==> src/rtl/dllc_pkg.sv <==
`timescale 1ns/1ps
package dllc_pkg;

    typedef enum logic [1:0] {
        ST_ACQ   = 2'd0,
        ST_TRACK = 2'd1,
        ST_FAULT = 2'd2
    } dll_state_e;

    typedef enum logic [1:0] {
        STEP_HOLD = 2'd0,
        STEP_UP   = 2'd1,
        STEP_DN   = 2'd2
    } step_e;

    localparam logic [1:0] PD_EARLY = 2'b01;
    localparam logic [1:0] PD_LATE  = 2'b10;

    typedef struct packed {
        logic valid;
        logic early;
        logic late;
        logic win;
    } cmp_t;

    function automatic cmp_t decode_cmp(input logic v, input logic [1:0] code);
        cmp_t c;
        c.valid = v;
        c.early = v && (code == PD_EARLY);
        c.late  = v && (code == PD_LATE);
        c.win   = v && (code != PD_EARLY) && (code != PD_LATE);
        return c;
    endfunction

endpackage

==> src/rtl/dllc_cmp_sel.sv <==
`timescale 1ns/1ps
module dllc_cmp_sel
    import dllc_pkg::*;
(
    input  logic       fb_sel,
    input  logic       pd_valid,
    input  logic [1:0] code_1x,
    input  logic [1:0] code_2x,
    output cmp_t       cmp
);

    logic [1:0] code_sel;

    always_comb begin
        code_sel = fb_sel ? code_2x : code_1x;
        cmp      = decode_cmp(pd_valid, code_sel);
    end

endmodule

==> src/rtl/dllc_tap_reg.sv <==
`timescale 1ns/1ps
module dllc_tap_reg
    import dllc_pkg::*;
#(
    parameter int TAP_W = 8
) (
    input  logic             clk,
    input  logic             rst,
    input  step_e            step,
    output logic [TAP_W-1:0] tap
);

    localparam logic [TAP_W-1:0] TAP_MAX = '1;
    localparam logic [TAP_W-1:0] TAP_ONE = {{(TAP_W-1){1'b0}}, 1'b1};

    always_ff @(posedge clk) begin
        if (rst) begin
            tap <= '0;
        end else begin
            case (step)
                STEP_UP: if (tap != TAP_MAX) tap <= tap + TAP_ONE;
                STEP_DN: if (tap != '0)      tap <= tap - TAP_ONE;
                default: ;
            endcase
        end
    end

    // the index never jumps by more than one position per edge
    p_one_step_r6: assert property (@(posedge clk) disable iff (rst)
        !$past(rst) |-> ((tap == $past(tap)) ||
                         (tap == $past(tap) + TAP_ONE) ||
                         (tap == $past(tap) - TAP_ONE)));

endmodule

==> src/rtl/dllc_upd_timer.sv <==
`timescale 1ns/1ps
module dllc_upd_timer #(
    parameter int INT_W = 16
) (
    input  logic             clk,
    input  logic             rst,
    input  logic             run,
    input  logic             restart,
    input  logic [INT_W-1:0] cfg,
    output logic             due
);

    localparam logic [INT_W-1:0] CNT_ONE = {{(INT_W-1){1'b0}}, 1'b1};

    logic [INT_W-1:0] cnt;

    always_ff @(posedge clk) begin
        if (rst || !run || restart) begin
            cnt <= '0;
        end else if (cnt < cfg) begin
            cnt <= cnt + CNT_ONE;
        end
    end

    assign due = run && (cnt >= cfg);

    // an update is only ever taken when the interval has elapsed
    p_restart_when_due_r6: assert property (@(posedge clk) disable iff (rst)
        restart |-> due);

endmodule

==> src/rtl/dllc_fsm.sv <==
`timescale 1ns/1ps
module dllc_fsm
    import dllc_pkg::*;
#(
    parameter int TAP_W    = 8,
    parameter int LOCK_RUN = 4
) (
    input  logic             clk,
    input  logic             rst,
    input  cmp_t             cmp,
    input  logic             due,
    input  logic [TAP_W-1:0] tap,
    output step_e            step,
    output logic             apply,
    output logic             locked,
    output logic             range_err
);

    localparam int               RUN_W    = $clog2(LOCK_RUN + 1);
    localparam logic [RUN_W-1:0] RUN_LAST = RUN_W'(LOCK_RUN - 1);
    localparam logic [RUN_W-1:0] RUN_ONE  = RUN_W'(1);
    localparam logic [TAP_W-1:0] TAP_MAX  = '1;
    localparam logic [TAP_W-1:0] TAP_NEAR = TAP_MAX - {{(TAP_W-1){1'b0}}, 1'b1};
    localparam logic [TAP_W-1:0] TAP_LOW  = {{(TAP_W-1){1'b0}}, 1'b1};

    dll_state_e       state;
    logic [RUN_W-1:0] run;
    logic             fault_now;

    always_comb begin
        step      = STEP_HOLD;
        apply     = 1'b0;
        fault_now = 1'b0;
        case (state)
            ST_ACQ: begin
                if (cmp.early && (tap != TAP_MAX))  step = STEP_UP;
                else if (cmp.late && (tap != '0))   step = STEP_DN;
            end
            ST_TRACK: begin
                apply = due && cmp.valid;
                if (apply && cmp.early) begin
                    if (tap != TAP_MAX) step = STEP_UP;
                    fault_now = (tap >= TAP_NEAR);
                end else if (apply && cmp.late) begin
                    if (tap != '0) step = STEP_DN;
                    fault_now = (tap <= TAP_LOW);
                end
            end
            default: ;
        endcase
    end

    always_ff @(posedge clk) begin
        if (rst) begin
            state     <= ST_ACQ;
            run       <= '0;
            locked    <= 1'b0;
            range_err <= 1'b0;
        end else begin
            case (state)
                ST_ACQ: begin
                    if (cmp.early || cmp.late) begin
                        run <= '0;
                    end else if (cmp.win) begin
                        if (run == RUN_LAST) begin
                            state  <= ST_TRACK;
                            locked <= 1'b1;
                            run    <= '0;
                        end else begin
                            run <= run + RUN_ONE;
                        end
                    end
                end
                ST_TRACK: begin
                    if (fault_now) begin
                        state     <= ST_FAULT;
                        locked    <= 1'b0;
                        range_err <= 1'b1;
                    end
                end
                default: ;
            endcase
        end
    end

    // lock is only reported in the tracking state
    p_lock_only_tracking_r5: assert property (@(posedge clk) disable iff (rst)
        locked |-> (state == ST_TRACK));

    // a range fault is sticky until reset
    p_fault_sticky_r8: assert property (@(posedge clk) disable iff (rst)
        (state == ST_FAULT) |=> ((state == ST_FAULT) && range_err && !locked));

    // an error flag never coexists with lock
    p_err_no_lock_r8: assert property (@(posedge clk) disable iff (rst)
        range_err |-> !locked);

    // lock is declared only on a within-window comparison
    p_lock_on_window_r4: assert property (@(posedge clk) disable iff (rst)
        ($rose(locked) && !$past(rst)) |-> $past(cmp.win));

endmodule

==> src/rtl/dll_ctrl.sv <==
`timescale 1ns/1ps
module dll_ctrl
    import dllc_pkg::*;
#(
    parameter int TAP_W    = 8,
    parameter int INT_W    = 16,
    parameter int LOCK_RUN = 4
) (
    input  logic             clk,
    input  logic             rst,
    input  logic             fb_sel,
    input  logic             pd_valid,
    input  logic [1:0]       pd_code_1x,
    input  logic [1:0]       pd_code_2x,
    input  logic [INT_W-1:0] cfg_interval,
    output logic [TAP_W-1:0] tap,
    output logic             locked,
    output logic             range_err
);

    cmp_t  cmp;
    step_e step;
    logic  apply;
    logic  upd_due;

    dllc_cmp_sel u_sel (
        .fb_sel   (fb_sel),
        .pd_valid (pd_valid),
        .code_1x  (pd_code_1x),
        .code_2x  (pd_code_2x),
        .cmp      (cmp)
    );

    dllc_fsm #(.TAP_W(TAP_W), .LOCK_RUN(LOCK_RUN)) u_fsm (
        .clk       (clk),
        .rst       (rst),
        .cmp       (cmp),
        .due       (upd_due),
        .tap       (tap),
        .step      (step),
        .apply     (apply),
        .locked    (locked),
        .range_err (range_err)
    );

    dllc_upd_timer #(.INT_W(INT_W)) u_timer (
        .clk     (clk),
        .rst     (rst),
        .run     (locked),
        .restart (apply),
        .cfg     (cfg_interval),
        .due     (upd_due)
    );

    dllc_tap_reg #(.TAP_W(TAP_W)) u_tap (
        .clk  (clk),
        .rst  (rst),
        .step (step),
        .tap  (tap)
    );

    // no tap movement while locked and the interval is still running
    p_hold_between_updates_r7: assert property (@(posedge clk) disable iff (rst)
        (locked && !upd_due) |=> $stable(tap));

endmodule

==> config.mk <==
export PLATFORM = sky130hd
export DESIGN_NAME = dll_ctrl
export DESIGN_NICKNAME = d
export VERILOG_FILES = /design/src/rtl/dllc_pkg.sv /design/src/rtl/dllc_cmp_sel.sv /design/src/rtl/dllc_tap_reg.sv /design/src/rtl/dllc_upd_timer.sv /design/src/rtl/dllc_fsm.sv /design/src/rtl/dll_ctrl.sv
export SDC_FILE = /design/constraint.sdc
export NUM_CORES = 1
export LEC_CHECK = 0
export CAP_MARGIN = 20
export CELL_PAD_IN_SITES_DETAIL_PLACEMENT = 1
export CELL_PAD_IN_SITES_GLOBAL_PLACEMENT = 2
export CORE_ASPECT_RATIO = 1.4
export CORE_MARGIN = 2
export CORE_UTILIZATION = 30
export DETAILED_ROUTE_END_ITERATION = 10
export PLACE_DENSITY = 0.88
export SLEW_MARGIN = 10
export SYNTH_ARGS = -nofsm -noshare
export SYNTH_HDL_FRONTEND = slang
export SYNTH_HIERARCHICAL = 1
export SYNTH_SLANG_ARGS = --single-unit
==> constraint.sdc <==
create_clock -name clk -period 4.15 [get_ports clk]
set_input_delay 0.83 -clock clk [delete_from_list [all_inputs] [get_ports clk]]
set_output_delay 0.83 -clock clk [all_outputs]
set_load 0.03 [all_outputs]
======== Word-level counts from Yosys, hierarchy flattened ========
Index checks and enable logic that the tools add are counted.
word-level totals
  bits in registers ....................... 31
  bits of input ports ..................... 24
  logic and storage cells ................. 80
operators by class
  add/sub/neg operators ................... 4
  $lt $le $gt $ge ......................... 4
  equal/unequal tests ..................... 15
  multiplexer cells ....................... 28
  reductions and logical operators ........ 23
operator list
  cell                                                                    count
  2-bit two-way mux                                                       10
  16-bit by 1-bit adder with 16-bit output (second input constant)        1
  16-bit greater-or-equal comparator                                      1
  16-bit < comparator                                                     1
  8-bit two-way mux                                                       2
  8-bit case mux with 2 select lines                                      1
  1-bit logical AND                                                       10
  2-bit != test (second input constant)                                   5
  1-bit two-way mux                                                       9
  3-bit two-way mux                                                       3
  8-bit by 1-bit adder with 8-bit output (second input constant)          1
  8-bit greater-or-equal comparator (second input constant)               1
  8-bit by 1-bit <= comparator with 1-bit output (second input constant)  1
  8-bit != test (second input constant)                                   1
  2-bit case mux with 2 select lines                                      2
  8-bit nonzero test                                                      1
  8-bit by 1-bit subtractor with 8-bit output (second input constant)     1
  2-bit by 1-bit == test with 1-bit output (second input constant)        3
  2-bit by 1-bit != test with 1-bit output (second input constant)        3
  2-bit nonzero test                                                      3
  5-bit AND reduction                                                     1
  2-bit == test (second input constant)                                   2
  2-bit AND reduction                                                     2
  3-bit by 1-bit adder with 3-bit output (second input constant)          1
  6 further kinds                                                         8

======== Depth between registers and ports, before layout ========
  word-level depth ........................ 10
  depth in mapped cells ................... 19

======== Cells and area by module ========
Netlist, hierarchy kept.
by module, submodules not included
  module          instances  cells each  area each (µm²)
  dllc_upd_timer  1          168         1412.6
  dllc_tap_reg    1          68          589.3
  dllc_fsm        1          44          364.1
  dllc_cmp_sel    1          11          88.8

======== Worst setup path before layout ========
OpenSTA, ideal clock, no wires.
  path kind ............................... input to register
  from .................................... input cfg_interval[15]
  to ...................................... register u_tap.tap[4]
  setup time .............................. 123 ps
  data arrival time ....................... 4382 ps
  required time ........................... 4027 ps
  path slack .............................. -355 ps
  stages on the path ...................... 18
  cells stage by stage .................... inv_1 ha_1 nand4_2 or4_4 a21oi_4 buf_6 o41a_2 nand2_1 nand2_1 nand3_1 a21oi_1 nand2b_1 clkbuf_1 xnor2_1 ha_1 or3b_1 a22oi_1 mux2_1
between the ends
  longest elaborated chain between the ends .. 10
  elaborated cells on any way between the ends .. 15
  those cells by class .................... 1 x order compare; 4 x eq/ne; 4 x mux; 6 x reduce/logical
RTL lines
  element                                                                           line                  text
  start: declaration                                                                dll_ctrl.sv:15        input logic [INT_W-1:0] cfg_interval,
  16-bit greater-or-equal comparator (*)                                            dllc_upd_timer.sv:25  assign due = run && (cnt >= cfg);
  1-bit logical AND (*)                                                             dllc_upd_timer.sv:25
  named net upd_due                                                                 dll_ctrl.sv:24        logic upd_due;
  1-bit logical AND (*)                                                             dllc_fsm.sv:40        apply = due && cmp.valid;
  1-bit logical AND                                                                 dllc_fsm.sv:44        end else if (apply && cmp.late) begin
  2-bit two-way mux                                                                 dllc_fsm.sv:44
  2-bit two-way mux (*)                                                             dllc_fsm.sv:41        if (apply && cmp.early) begin
  2-bit case mux with 2 select lines (*)                                            dllc_fsm.sv:34        case (state)
  named net step[0]                                                                 dll_ctrl.sv:22        step_e step;
  2-bit by 1-bit == test with 1-bit output / 2-bit == test (equally long branches)  dllc_tap_reg.sv:20    case (step)
  2-bit != test (no source line) / 2-bit nonzero test (equally long branches)       n/a
  3-bit AND reduction (no source line)                                              n/a
  end signal: assignment                                                            dllc_tap_reg.sv:21    STEP_UP: if (tap != TAP_MAX) tap <= tap + TAP_ONE;
  end signal: assignment                                                            dllc_tap_reg.sv:22    STEP_DN: if (tap != '0) tap <= tap - TAP_ONE;
  end: declaration                                                                  dllc_tap_reg.sv:10    output logic [TAP_W-1:0] tap
Mark *: on every way through the listed nets, which the timed path passes. The rest lies on a longest branch.
A chain may end at the register's enable or synchronous reset.

======== Worst setup path in the final report ========
  from .................................... input cfg_interval[11]
  to ...................................... register u_tap.tap[2]
The elaborated chain is that of the path after synthesis.

==> results.py <==
metrics = {
    "power": {
        "ir_drop_uv": 130,
        "p_sw_share_pct": 22.8,
        "leakage_nw": 1.33,
        "powerDensity_nw_per_um2": 215,
        "combPwrFrac_pct": 12.4,
        "p_int_mw": 0.572,
        "total_power_mw": 0.741,
        "pwr-share-seq_pct": 40.0,
        "p_sw_mw": 0.169,
        "clockPowerShare_pct": 47.7,
    },
    "sta": {
        "hold_viol_final": 0,
        "fmax_mhz": 251,
        "rsz0062_at_grt": "no",
        "worst_pin_slew_ps": 500,
        "min_period_ps": 3980,
        "finalMaxSlewViolations": 0,
        "fin_hold_ws_ps": 477,
        "finalSetupViolations": 0,
        "slew_headroom_pct": 66.6,
        "period_share_pct": 95.9,
        "skew_ps": 5.09,
    },
    "synth": {
        "synth_area_leaders": "dfxtp_1 24%, ha_1 9.7%, mux2i_1 5.7%",
        "synthArstFlopShare_pct": 0,
        "syn_area_per_cell_sq_um": 8.44,
        "synth_top_cell_area_share_pct": 24.5,
        "synth_edf_count": 0,
        "synth_ff_type": "dfxtp_1",
        "synth_nets": 334,
        "yosysUniqueCellTypes": 70,
        "synth_area_sq_um": 2450,
        "synth_top_cell_by_area": "dfxtp_1",
        "yosys_warnings": 6,
        "synth-seq-area-share_pct": 24.5,
        "synth-seq-cells": 30,
        "netlist_instances": 291,
    },
    "die": {
        "die_w_microns": 80.5,
        "start_util_pct": 30.5,
        "die_area_sq_um": 8930,
        "die_h_microns": 111,
        "fp.coreArea_sq_um": 8050,
        "ios": 34,
        "row_count": 39,
    },
    "global_route": {
        "antenna_found_initial": 0,
        "grt_pass1_wl_microns": 11600,
        "grt_pass1_vias": 2512,
        "grt_max_degree": 19,
        "grt_util_all_layers_pct": 16.2,
        "grt_overflow_total": 0,
    },
    "drt": {
        "met1_length_microns": 2850,
        "wl_microns": 7090,
        "route.met2.wl_microns": 3930,
        "drt_iter0_drc": 49,
        "vias": 2447,
        "antenna_left": 0,
        "route.met3.wl_microns": 196,
        "wl_per_cell_microns": 15.8,
        "drt_pass1_iterations": 4,
        "routed.top_layer": "met4",
        "via_per_inst": 5.46,
        "drcViolationCount": 0,
    },
    "hold_path": {
        "hold_class": "register to register",
    },
    "cts": {
        "htree_levels": 2,
        "cts-root-buf": "clkbuf_16",
        "cts_tree": "yes",
        "clk_pin_slew_worst_paths_ps": 50,
        "clock_sink_count": 30,
        "numCtsBuffers": 5,
        "clkLatencyLatePin_ps": 280,
        "clk_path_buf_depth": 2,
    },
    "outcome": {
        "status": "finished clean",
    },
    "worst_setup_path": {
        "slowest_stage": "o41a_4",
        "path_common_cell": "buf_4",
        "slowest_delay_ps": 490,
        "arrival_ps": 4140,
        "cp-end-kind": "register",
        "crit_required_ps": 4310,
        "crit_type": "input pin to register",
        "crit_path_start_kind": "input pin",
        "crit_chain": "dlygate4sd2_1 > inv_2 > ha_4 > buf_4 > a21oi_1 > o21a_1 > o2bb2ai_2 > o41a_4 > nand2_1 > nand2_2 > nor4b_4 > a31o_2 > nand2b_4 > xnor2_2 > ha_2 > buf_4 > nor2_1 > mux2i_1 > a21oi_2 > mux2_4",
        "critPathMaxFanout": 4,
    },
    "cells_and_area": {
        "final_core_util_pct": 42.7,
        "final_common_cell": "dfxtp_1",
        "drive_above_1_share_pct": 28.0,
        "area_delta_synth_final_pct": 40.0,
        "final_area_sq_um": 3440,
        "mostFrequentLayoutCells": "30 x dfxtp_1, 27 x buf_4, 21 x clkdlybuf4s50_1",
        "antennaDiodeCount": 0,
        "num-fill-cells": 944,
        "nets": 390,
    },
    "placement": {
        "hpwlAfterDp_microns": 5150,
        "dpl-instance-area_sq_um": 3130,
        "portBuffers": 33,
        "gpl.final_weighted_congestion": 0.792,
    },
    "job": {
        "max_cap_viol_count": 0,
    },
}
registers in the layout, indices dropped and copies added (netlist names):
signal           count
u_fsm/run            3
u_fsm/state          2
u_fsm/range_err      1
u_timer/cnt         16
u_tap/tap            8
metal layers:
layer  global-route usage, %  vias up
li1                        -     1189
met3                    2.61       11
met2                    30.6       43
met5                       0        -
met1                    17.7     1204
met4                    5.54        0
area by class of cell:
| class | instances | area [sq um] | share of cell area [%] |
|---|---|---|---|
| Sequential cell | 30 | 601 | 17.5 |
| Multi-Input combinational cell | 231 | 1950 | 56.7 |
| Timing Repair Buffer | 60 | 548 | 15.9 |
| Inverter | 19 | 73.8 | 2.15 |
| Clock buffer | 6 | 139 | 4.04 |
| Tap cell | 102 | 128 | 3.71 |
final timing paths:
path | start | to | slack [ps] | cells after the start
setup / recovery | cfg_interval[11] | u_tap/tap[2] | 170 | 20
setup reg to reg | u_timer/cnt[11] | u_tap/tap[2] | 460 | 18
hold / removal | u_fsm/range_err | u_fsm/range_err | 480 | 2
hold reg to reg | u_fsm/range_err | u_fsm/range_err | 480 | 2
metrics by stage:
stage	TNS (ps)	instances	setup slack, ps
after global routing	0	448	37.7
after CTS	0	447	5.41
after detailed placement	-1850	436	-429
final	0	448	172
after global placement	-1290	436	-335
after floorplan	0	291	1.40
Yosys cell counts, types with 3 or more instances:
cell type,count
nor4_2,3
or3b_1,3
nor4_1,10
nand2_1,22
nand3b_1,4
dfxtp_1,30
nand3_1,11
a22oi_1,3
nor2b_1,8
nor2_1,16
a21oi_1,16
nand2b_1,14
buf_2,3
inv_1,19
nand4_1,14
clkbuf_1,3
and2_1,5
mux2i_1,14
ha_1,19
nor3_1,4
mux2_2,4
o21a_1,3
o31ai_1,4
what timing repair did:
item | 4_1_cts | 5_1_grt
resized for setup | 13 | 19
setup endpoints to repair | 3 | 6
setup buffers | 5 | 1
hold buffers | 0 | 0
pin swaps | 8 | 10
cloned | 0 | 0
cell families after synthesis:
| logic type | synth area share (%) |
|---|---|
| AOI/OAI and AO/OA | 15.0 |
| xor gates and xnor gates | 1.07 |
| adders and majority gates | 9.68 |
| buffers and inverters | 5.81 |
| DFF | 24.5 |
| muxes | 8.46 |
| and+or+nand+nor | 35.5 |
worst max-delay path, delay by kind of cell:
family	cells	cell delay [ps]
adder cells (fa/ha/maj)	2	430
AND/OR/NAND/NOR	5	420
multiplexers	2	530
AO/OA/AOI/OAI	6	1260
buffers and inverters	4	570
XOR/XNOR	1	110
power groups by stage:
stage	clock network [mW]	registers (mW)	logic [mW]
detailed placement	0	0.302	0.0874
finish	0.353	0.296	0.0916
CTS	0.363	0.296	0.0910
global placement	0	0.301	0.0841
global route	0.376	0.296	0.101
floorplan	0	0.302	0.0446
Note: power is estimated with default switching activity, not from simulation.
